<file path="src/rtl/rdlat_pkg.sv">
package rdlat_pkg;
  localparam int unsigned LANES    = 2;
  localparam int unsigned LANE_LAT = 0;
  localparam int unsigned LANE_MG  = 1;
  localparam int unsigned RDPTR_BIAS = 8;
endpackage

</file>
<file path="src/rtl/rdlat_budget.sv">
module rdlat_budget
  import rdlat_pkg::*;
#(
  parameter int unsigned CAS_W   = 4,
  parameter int unsigned RDPTR_W = 4,
  parameter int unsigned RCV_W   = 8,
  parameter int unsigned MCLK_W  = 3,
  parameter int unsigned FID_W   = 5,
  parameter int unsigned SUB_W   = CAS_W + 4,
  parameter int unsigned NB_W    = FID_W + 3,
  parameter int unsigned DVS_W   = MCLK_W + 4,
  parameter int unsigned PROD_W  = NB_W + SUB_W + 1
) (
  input  logic [CAS_W-1:0]   cas_i,
  input  logic               unbuf_i,
  input  logic [2:0]         setup_i,
  input  logic [RDPTR_W-1:0] rdptr_i,
  input  logic [RCV_W-1:0]   rcven_dly_i,
  input  logic [MCLK_W-1:0]  memclk_code_i,
  input  logic [FID_W-1:0]   nb_fid_i,
  output logic [PROD_W-1:0]  dvd_lat_o,
  output logic [PROD_W-1:0]  dvd_mg_o,
  output logic [DVS_W-1:0]   dvs_o
);
  localparam int unsigned COARSE_SH = RCV_W - 3;
  localparam int unsigned QTR_W     = SUB_W + 1;

  logic [SUB_W-1:0]  pos, sub;
  logic [QTR_W-1:0]  qtr;
  logic [MCLK_W:0]   mfac;
  logic [NB_W-1:0]   nbf;

  always_comb begin
    pos = (SUB_W'(cas_i) + SUB_W'(1)) << 1;
    pos = pos + (unbuf_i ? SUB_W'(0) : SUB_W'(2));
    pos = pos + ((|setup_i) ? SUB_W'(2) : SUB_W'(1));
    pos = pos + SUB_W'(RDPTR_BIAS);
    pos = pos + SUB_W'(rcven_dly_i >> COARSE_SH);
    // clamp instead of wrapping below zero
    sub = (pos >= SUB_W'(rdptr_i)) ? pos - SUB_W'(rdptr_i) : '0;
    qtr = {sub, 1'b0};
  end

  always_comb begin
    if (memclk_code_i >= MCLK_W'(3)) mfac = {memclk_code_i, 1'b0};
    else                            mfac = {1'b0, memclk_code_i} + (MCLK_W+1)'(3);
    dvs_o = DVS_W'(mfac) << 2;
    nbf   = (NB_W'(nb_fid_i) + NB_W'(4)) * NB_W'(3);
  end

  assign dvd_lat_o = PROD_W'(nbf) * PROD_W'(qtr);
  assign dvd_mg_o  = PROD_W'(nbf) << 2;
endmodule

</file>
<file path="src/rtl/rdlat_div.sv">
module rdlat_div #(
  parameter int unsigned N_W = 17,
  parameter int unsigned D_W = 7
) (
  input  logic           clk_i,
  input  logic           rst_ni,
  input  logic           start_i,
  input  logic [N_W-1:0] dividend_i,
  input  logic [D_W-1:0] divisor_i,
  output logic           busy_o,
  output logic           done_o,
  output logic [N_W-1:0] quo_o,
  output logic [D_W-1:0] rem_o
);
  localparam int unsigned CNT_W = $clog2(N_W + 1);

  logic [N_W-1:0]   quo_q;
  logic [D_W-1:0]   rem_q, dvs_q, rem_nxt;
  logic [D_W:0]     shifted;
  logic [CNT_W-1:0] cnt_q;
  logic             busy_q, done_q, ge;

  always_comb begin
    shifted = {rem_q, quo_q[N_W-1]};
    ge      = shifted >= {1'b0, dvs_q};
    rem_nxt = ge ? D_W'(shifted - {1'b0, dvs_q}) : shifted[D_W-1:0];
  end

  always_ff @(posedge clk_i or negedge rst_ni) begin
    if (!rst_ni) begin
      quo_q  <= '0;
      rem_q  <= '0;
      dvs_q  <= '0;
      cnt_q  <= '0;
      busy_q <= 1'b0;
      done_q <= 1'b0;
    end else if (start_i) begin
      quo_q  <= dividend_i;
      rem_q  <= '0;
      dvs_q  <= divisor_i;
      cnt_q  <= CNT_W'(N_W);
      busy_q <= 1'b1;
      done_q <= 1'b0;
    end else if (busy_q) begin
      quo_q <= {quo_q[N_W-2:0], ge};
      rem_q <= rem_nxt;
      cnt_q <= cnt_q - CNT_W'(1);
      if (cnt_q == CNT_W'(1)) begin
        busy_q <= 1'b0;
        done_q <= 1'b1;
      end
    end else begin
      done_q <= 1'b0;
    end
  end

  assign busy_o = busy_q;
  assign done_o = done_q;
  assign quo_o  = quo_q;
  assign rem_o  = rem_q;
endmodule

</file>
<file path="src/rtl/rdlat_start_calc.sv">
module rdlat_start_calc
  import rdlat_pkg::*;
#(
  parameter int unsigned CAS_W    = 4,
  parameter int unsigned RDPTR_W  = 4,
  parameter int unsigned RCV_W    = 8,
  parameter int unsigned MCLK_W   = 3,
  parameter int unsigned FID_W    = 5,
  parameter int unsigned LAT_W    = 10,
  parameter int unsigned MARGIN_W = 6
) (
  input  logic                clk_i,
  input  logic                rst_ni,
  input  logic                start_i,
  input  logic [CAS_W-1:0]    cas_i,
  input  logic                unbuf_i,
  input  logic                setup_addr_i,
  input  logic                setup_cs_i,
  input  logic                setup_cke_i,
  input  logic [RDPTR_W-1:0]  rdptr_i,
  input  logic [RCV_W-1:0]    rcven_dly_i,
  input  logic [MCLK_W-1:0]   memclk_code_i,
  input  logic [FID_W-1:0]    nb_fid_i,
  output logic                done_o,
  output logic [LAT_W-1:0]    lat_o,
  output logic [MARGIN_W-1:0] margin_o
);
  localparam int unsigned SUB_W  = CAS_W + 4;
  localparam int unsigned NB_W   = FID_W + 3;
  localparam int unsigned DVS_W  = MCLK_W + 4;
  localparam int unsigned PROD_W = NB_W + SUB_W + 1;
  localparam logic [PROD_W:0] LAT_MAX = (PROD_W+1)'((1 << LAT_W) - 1);

  logic [PROD_W-1:0] dvd [LANES];
  logic [PROD_W-1:0] quo [LANES];
  logic [DVS_W-1:0]  rem [LANES];
  logic [DVS_W-1:0]  dvs;
  logic [LANES-1:0]  lane_busy, lane_done;
  logic              busy, go;
  logic [PROD_W:0]   lat_ceil;
  logic [PROD_W:0]   mg_ceil;

  assign busy = |lane_busy;
  assign go   = start_i & ~busy;

  rdlat_budget #(
    .CAS_W(CAS_W), .RDPTR_W(RDPTR_W), .RCV_W(RCV_W), .MCLK_W(MCLK_W),
    .FID_W(FID_W), .SUB_W(SUB_W), .NB_W(NB_W), .DVS_W(DVS_W), .PROD_W(PROD_W)
  ) u_budget (
    .cas_i        (cas_i),
    .unbuf_i      (unbuf_i),
    .setup_i      ({setup_addr_i, setup_cs_i, setup_cke_i}),
    .rdptr_i      (rdptr_i),
    .rcven_dly_i  (rcven_dly_i),
    .memclk_code_i(memclk_code_i),
    .nb_fid_i     (nb_fid_i),
    .dvd_lat_o    (dvd[LANE_LAT]),
    .dvd_mg_o     (dvd[LANE_MG]),
    .dvs_o        (dvs)
  );

  for (genvar g = 0; g < LANES; g++) begin : g_lane
    rdlat_div #(.N_W(PROD_W), .D_W(DVS_W)) u_div (
      .clk_i     (clk_i),
      .rst_ni    (rst_ni),
      .start_i   (go),
      .dividend_i(dvd[g]),
      .divisor_i (dvs),
      .busy_o    (lane_busy[g]),
      .done_o    (lane_done[g]),
      .quo_o     (quo[g]),
      .rem_o     (rem[g])
    );
  end

  // ceiling from quotient and remainder
  assign lat_ceil = {1'b0, quo[LANE_LAT]} + (PROD_W+1)'(rem[LANE_LAT] != '0);
  assign mg_ceil  = {1'b0, quo[LANE_MG]} + (PROD_W+1)'(rem[LANE_MG] != '0)
                  + (PROD_W+1)'(1);

  always_ff @(posedge clk_i or negedge rst_ni) begin
    if (!rst_ni) begin
      done_o   <= 1'b0;
      lat_o    <= '0;
      margin_o <= '0;
    end else begin
      done_o <= lane_done[LANE_LAT];
      if (lane_done[LANE_LAT]) begin
        lat_o    <= (lat_ceil > LAT_MAX) ? LAT_MAX[LAT_W-1:0] : lat_ceil[LAT_W-1:0];
        margin_o <= mg_ceil[MARGIN_W-1:0];
      end
    end
  end
endmodule

</file>
<file path="config.mk">
export PLATFORM = sky130hd
export DESIGN_NAME = rdlat_start_calc
export DESIGN_NICKNAME = d
export VERILOG_FILES = /design/src/rtl/rdlat_pkg.sv /design/src/rtl/rdlat_budget.sv /design/src/rtl/rdlat_div.sv /design/src/rtl/rdlat_start_calc.sv
export SDC_FILE = /design/constraint.sdc
export NUM_CORES = 1
export LEC_CHECK = 0
export ABC_CLOCK_PERIOD_IN_PS = 2400
export BUFFER_PORTS_ARGS = -buffer_cell sky130_fd_sc_hd__buf_4
export CAP_MARGIN = 25
export CORE_MARGIN = 10
export CORE_UTILIZATION = 50
export DETAILED_ROUTE_END_ITERATION = 10
export PLACE_DENSITY_LB_ADDON = 0.2
export SYNTH_ARGS = -nofsm -noshare
export SYNTH_HDL_FRONTEND = slang
export SYNTH_HIERARCHICAL = 1
export SYNTH_SLANG_ARGS = --single-unit
</file>
<file path="constraint.sdc">
create_clock -name clk_i -period 2.4 [get_ports clk_i]
set_clock_uncertainty 0.1 [all_clocks]
set_input_delay 0.36 -clock clk_i [delete_from_list [all_inputs] [get_ports clk_i]]
set_output_delay 0.36 -clock clk_i [all_outputs]
set_load 0.02 [all_outputs]
</file>
==> summary.txt, run 1 <==
Critical path
  • Critical path's largest stage delay: 0.51 ns
  • Crit path launch type: input port
  • CP endpoint kind: flop
  • WP buf/inv: 7
  • Crit-path max FO: 6
  • R2R depth: 11
  • Critical Path RT: 2.58 ns
  • Worst EP arrival: 6.35 ns
  • CP max-delay cell: fa_1
  • Worst setup path category: input port to flop
  • Worst R2R End: lat_o[2]
  • FF-to-FF Start: g_lane[0].u_div/rem_o[2]
  • Most used cell, CP: fa_1
  • Crit-path leading delay family: adder cells
  • Flop2flop setup slack: -0.09 ns

Timing
  • Unrepaired setup endpoints after global routing: yes
  • Fin crit period: 6.17 ns
  • Setup TNS: -49.68 ns
  • F_max: 162 MHz
  • Final Max Tran Viols: 0
  • Final hold vios: 0
  • Actual slew at the worst max-slew pin: 0.581 ns
  • Setup ws final: -3.77 ns
  • Setup violations, final: 26
  • Final period utilization: 2.57
  • Rel. slew slack: 0.611

Floorplan
  • Row count: 47
  • Placeable Area: 0.0165 mm²
  • Chip width: 150 µm
  • Die Area: 0.0224 mm²
  • Initial Utilization: 0.510
  • DIE HEIGHT: 150 µm
  • I/O pin count: 48

Yosys
  • Post-synthesis cell area: 0.00842 mm²
  • Average size of a mapped cell: 8.91 µm²
  • Synth warnings: 6
  • Synth Instances: 945

Global routing
  • Met1 Track Usage GR: 0.232
  • Vias in the first global route: 7046
  • First-pass GRT wire length: 32900 µm
  • Largest net degree at the start of global routing: 64
  • Most Crowded Layer GR: met2
  • M3 GR Usage: 0.0251
  • GRT Total Usage: 0.174
  • Initial antenna violation count: 0
  • Met2 Use GR: 0.286
  • GRT Residual Overflow: 0

Detailed routing
  • Via count: 7122
  • Routed WL: 19600 µm
  • Post-DR vias/cell: 5.33
  • Remaining DRCs: 0
  • Initial drt markers: 460
  • Post-route ant nets: 0
  • TritonRoute pass-1 iters: 5
  • DR WL/cell: 14.7 µm

Outcome
  • Failing checks: setup timing
  • Outcome: complete, but fails checks

Hold path
  • Hold_sp: memclk_code_i[2]
  • Endpoint, Worst Hold: g_lane[1].u_div/dvs_q[5]
  • Hold Crit Class: input port to flop
  • Hold Path Stages: 3

CTS
  • Root buffer cell: clkbuf_16
  • Clock latency on the worst-skew pair: 0.35 ns
  • Clock sinks: 92
  • CTS tree: yes
  • Clock transition at path regs: 0.07 ns
  • # H-tree levels: 3
  • CTS Buf Count: 9
  • Longest Clk Path Bufs: 2

Finish
  • Nets: 1264
  • Fillers: 1341
  • Most common cell after layout, fill and taps aside: buf_4
  • Multi-input gate area: 0.00609 mm²
  • Most frequent cells in the layout: buf_4, inv_1, dfrtp_1
  • Reg area: 0.00230 mm²
  • Layout cell share with drive strength beyond 1: 0.314
  • Ant diodes: 0
  • Area growth syn-to-layout: 30.4%

Place
  • Final Wtd Congestion: 0.897
  • PortBufs: 42
  • HPWL Detailed: 14000 µm

Flow run
  • Max cap viols: 0
layout make-up:
class / count / share of cell area
clock buffers: 11 / 0.0230
flip-flops and latches: 92 / 0.210
clock inverters: 5 / 0.00547
multi-input cells: 696 / 0.554
inverters: 121 / 0.0413
well taps: 220 / 0.0251
repair buffers: 192 / 0.142
registers in the layout, summed over array words and instances, names as in the netlist:
register / flops
g_lane.u_div/quo_o: 34
g_lane.u_div/dvs_q: 14
done_o: 1
g_lane.u_div/busy_o: 2
g_lane.u_div/done_o: 1
margin_o: 6
lat_o: 10
g_lane.u_div/rem_o: 14
g_lane.u_div/cnt_q: 10
repair_timing:
item | CTS | global route
gates cloned | 0 | 0
gates resized for setup | 58 | 80
buffers inserted | 12 | 20
pin swaps | 41 | 51
hold buffers | 1 | 0
hold endpoints to repair | 29 | 0
setup endpoints to repair | 26 | 29
worst max-delay path by stage:
stage               slack [ns]  cells past startpoint                   endpoint            from
floorplan                -3.69                     28  g_lane[0].u_div/quo_o[15]     setup_cke_i
global placement         -4.00                     29  g_lane[0].u_div/quo_o[13]         unbuf_i
global route             -4.06                     29  g_lane[0].u_div/quo_o[15]         unbuf_i
CTS                      -3.67                     31  g_lane[0].u_div/quo_o[15]  rcven_dly_i[6]
detailed placement       -4.14                     28  g_lane[0].u_div/quo_o[15]         unbuf_i
finish                   -3.77                     29  g_lane[0].u_div/quo_o[13]         unbuf_i
worst register-to-register path, stage by stage (launching register included):
cell	delay [ns]
dfrtp_1	0.40
nor4_2	0.34
nand2_1	0.14
ha_4	0.20
ha_4	0.16
buf_6	0.11
nand4_1	0.15
nor4_4	0.08
mux2i_2	0.19
a22oi_4	0.27
buf_6	0.15
a41oi_2	0.08
routing by layer:
layer / part of all wire / wire [µm]
met5: 0 / 0
met4: 0.022 / 439
met1: 0.46 / 8940
met2: 0.49 / 9580
met3: 0.034 / 670
through the flow:
| step | area [µm²] | setup WS (ns) | utilization | hold slack (ns) | instances |
|---|---|---|---|---|---|
| after global routing | 11000 | -4.06 | 0.665 | 0.154 | 1337 |
| after detailed placement | 9870 | -4.14 | 0.598 | 0.217 | 1290 |
| after CTS | 10500 | -3.67 | 0.638 | 0.133 | 1319 |
| after floorplan | 8630 | -3.69 | - | -0.0356 | 957 |
| final | 11000 | -3.77 | 0.665 | 0.142 | 1337 |
| after global placement | 9870 | -4.00 | 0.598 | 0.216 | 1290 |
Power of run 1 is not shown: default switching activity piles up to over one toggle a cycle in this logic, so the estimate is an artifact.
==> run 2: changes to the inputs <==
- CORE_MARGIN: 10 -> default
- CORE_UTILIZATION: 50 -> 30
==> summary.txt, run 2 (synthesis results as in run 1) <==
Timing
  • F_max: 166 MHz
  • Final period utilization: 2.51
  • Final Max Tran Viols: 0
  • Final hold vios: 0
  • Setup ws final: -3.63 ns
  • Unrepaired setup endpoints after global routing: yes
  • Actual slew at the worst max-slew pin: 0.573 ns
  • Setup violations, final: 26
  • Fin crit period: 6.03 ns
  • Rel. slew slack: 0.618

CTS
  • # H-tree levels: 3
  • CTS Buf Count: 9
  • CTS tree: yes
  • Longest Clk Path Bufs: 2
  • Clock transition at path regs: 0.06 ns
  • Clock latency on the worst-skew pair: 0.35 ns
  • Root buffer cell: clkbuf_16
  • Clock sinks: 92

Global routing
  • GRT Residual Overflow: 0
  • Initial antenna violation count: 0
  • GRT Total Usage: 0.137
  • Largest net degree at the start of global routing: 39
  • First-pass GRT wire length: 32000 µm
  • Vias in the first global route: 6688

Detailed routing
  • DR WL/cell: 12.6 µm
  • Via count: 6815
  • TritonRoute pass-1 iters: 4
  • Remaining DRCs: 0
  • Post-route ant nets: 0
  • Post-DR vias/cell: 4.58
  • Initial drt markers: 325
  • Routed WL: 18800 µm

Floorplan
  • DIE HEIGHT: 170 µm
  • Chip width: 170 µm
  • Row count: 60
  • I/O pin count: 48
  • Placeable Area: 0.0273 mm²
  • Die Area: 0.0287 mm²
  • Initial Utilization: 0.309

Place
  • Placed insts: 1455
  • PortBufs: 42
  • Final Wtd Congestion: 0.801
  • Placed inst area: 0.0102 mm²
  • HPWL Detailed: 14700 µm
  • Post-Place Worst Slack: -4.14 ns

Critical path
  • CP endpoint kind: flop
  • Critical Path RT: 2.58 ns
  • Crit path launch type: input port
  • Worst setup path category: input port to flop
  • Worst EP arrival: 6.21 ns
  • Crit-path max FO: 5

Finish
  • Fillers: 2739
  • Multi-input gate area: 0.00606 mm²
  • Fin area: 0.0111 mm²
  • Largest register FFs: 34
  • Fin util: 0.406
  • Most common cell after layout, fill and taps aside: buf_4
  • Ant diodes: 0
  • Post-Layout Cell Count: 1488
  • Nets: 1263
  • Most frequent cells in the layout: buf_4, inv_1, dfrtp_1
  • Layout cell share with drive strength beyond 1: 0.297
  • Area growth syn-to-layout: 31.3%
  • Reg area: 0.00230 mm²

Hold path
  • Hold Crit Class: input port to flop

Outcome
  • Outcome: complete, but fails checks
  • Failing checks: setup timing

Flow run
  • Max cap viols: 0
run 2: cell types whose count changed in the layout (fill, tap and decap cells not counted), moves of 3 or more:
| cell | previous run | this run |
|---|---|---|
| ha_1 | 63 | 60 |
| o21ai_1 | 10 | 7 |
| buf_6 | 23 | 7 |
| inv_1 | 106 | 113 |
| nor2_2 | 11 | 8 |
| a21oi_1 | 10 | 14 |
| buf_4 | 166 | 179 |
| o21ai_0 | 52 | 56 |
| inv_2 | 15 | 8 |
| nand3_2 | 5 | 2 |
| ha_4 | 12 | 15 |
run 2: path summary, 6_finish.rpt:
| check | endpoint | from | depth (start not counted) | slack, ns |
|---|---|---|---|---|
| worst max-delay path | g_lane[0].u_div/quo_o[15] | unbuf_i | 27 | -3.63 |
| worst min-delay path | g_lane[1].u_div/dvs_q[5] | memclk_code_i[2] | 3 | 0.13 |
| worst max register to register | lat_o[9] | g_lane[0].u_div/rem_o[2] | 12 | -0.11 |
| worst min register to register | g_lane[0].u_div/dvs_q[0] | g_lane[0].u_div/dvs_q[0] | 1 | 0.42 |
| max in group asynchronous | g_lane[0].u_div/quo_o[8] | rst_ni | 3 | 1.22 |
| min in group asynchronous | g_lane[1].u_div/rem_o[6] | rst_ni | 2 | 0.39 |
run 2: per-stage QoR:
stage | TNS [ns] | hold WS, ns
2_1_floorplan | -44.93 | -0.0356
3_3_place_gp | -55.76 | 0.237
3_5_place_dp | -56.97 | 0.234
4_1_cts | -46.49 | 0.123
5_1_grt | -51.24 | 0.130
6_report | -46.50 | 0.132
run 2: timing repair:
| action | 4_1_cts | 5_1_grt |
|---|---|---|
| buffers inserted | 15 | 3 |
| pin swaps | 22 | 24 |
| endpoints found under the hold margin | 29 | 0 |
| setup endpoints to repair | 29 | 29 |
| resized for setup | 63 | 37 |
| cloned | 0 | 0 |
| hold buffers | 1 | 0 |
run 2: area by class of cell:
cell class,count,area share
Clock buffer,10,0.0207
Clock inverter,6,0.00373
Inverter,121,0.0411
Multi-Input combinational cell,696,0.548
Sequential cell,92,0.208
Tap cell,372,0.0421
Timing Repair Buffer,191,0.137
run 2: worst max-delay path, stage by stage:
cell	delay [ns]
buf_6	0.09
fa_1	0.58
fa_1	0.44
inv_2	0.09
ha_4	0.20
nor2b_4	0.12
o21a_1	0.20
o21a_2	0.25
nor4_4	0.25
a21oi_4	0.13
or2_1	0.26
fa_1	0.50
fa_1	0.50
inv_1	0.05
fa_1	0.47
inv_1	0.05
fa_1	0.49
inv_2	0.05
ha_4	0.21
a21oi_2	0.13
o21ai_2	0.08
a32oi_2	0.19
o21ai_1	0.08
a21oi_1	0.15
xnor2_1	0.13
nand2_1	0.06
o21ai_1	0.07
run 2: metal layers:
| metal | global-route usage | share of wire |
|---|---|---|
| met5 | 0 | 0 |
| met1 | 0.181 | 0.48 |
| met3 | 0.0180 | 0.026 |
| met2 | 0.231 | 0.48 |
| met4 | 0.0486 | 0.016 |
Power of run 2 is left out for the same reason.
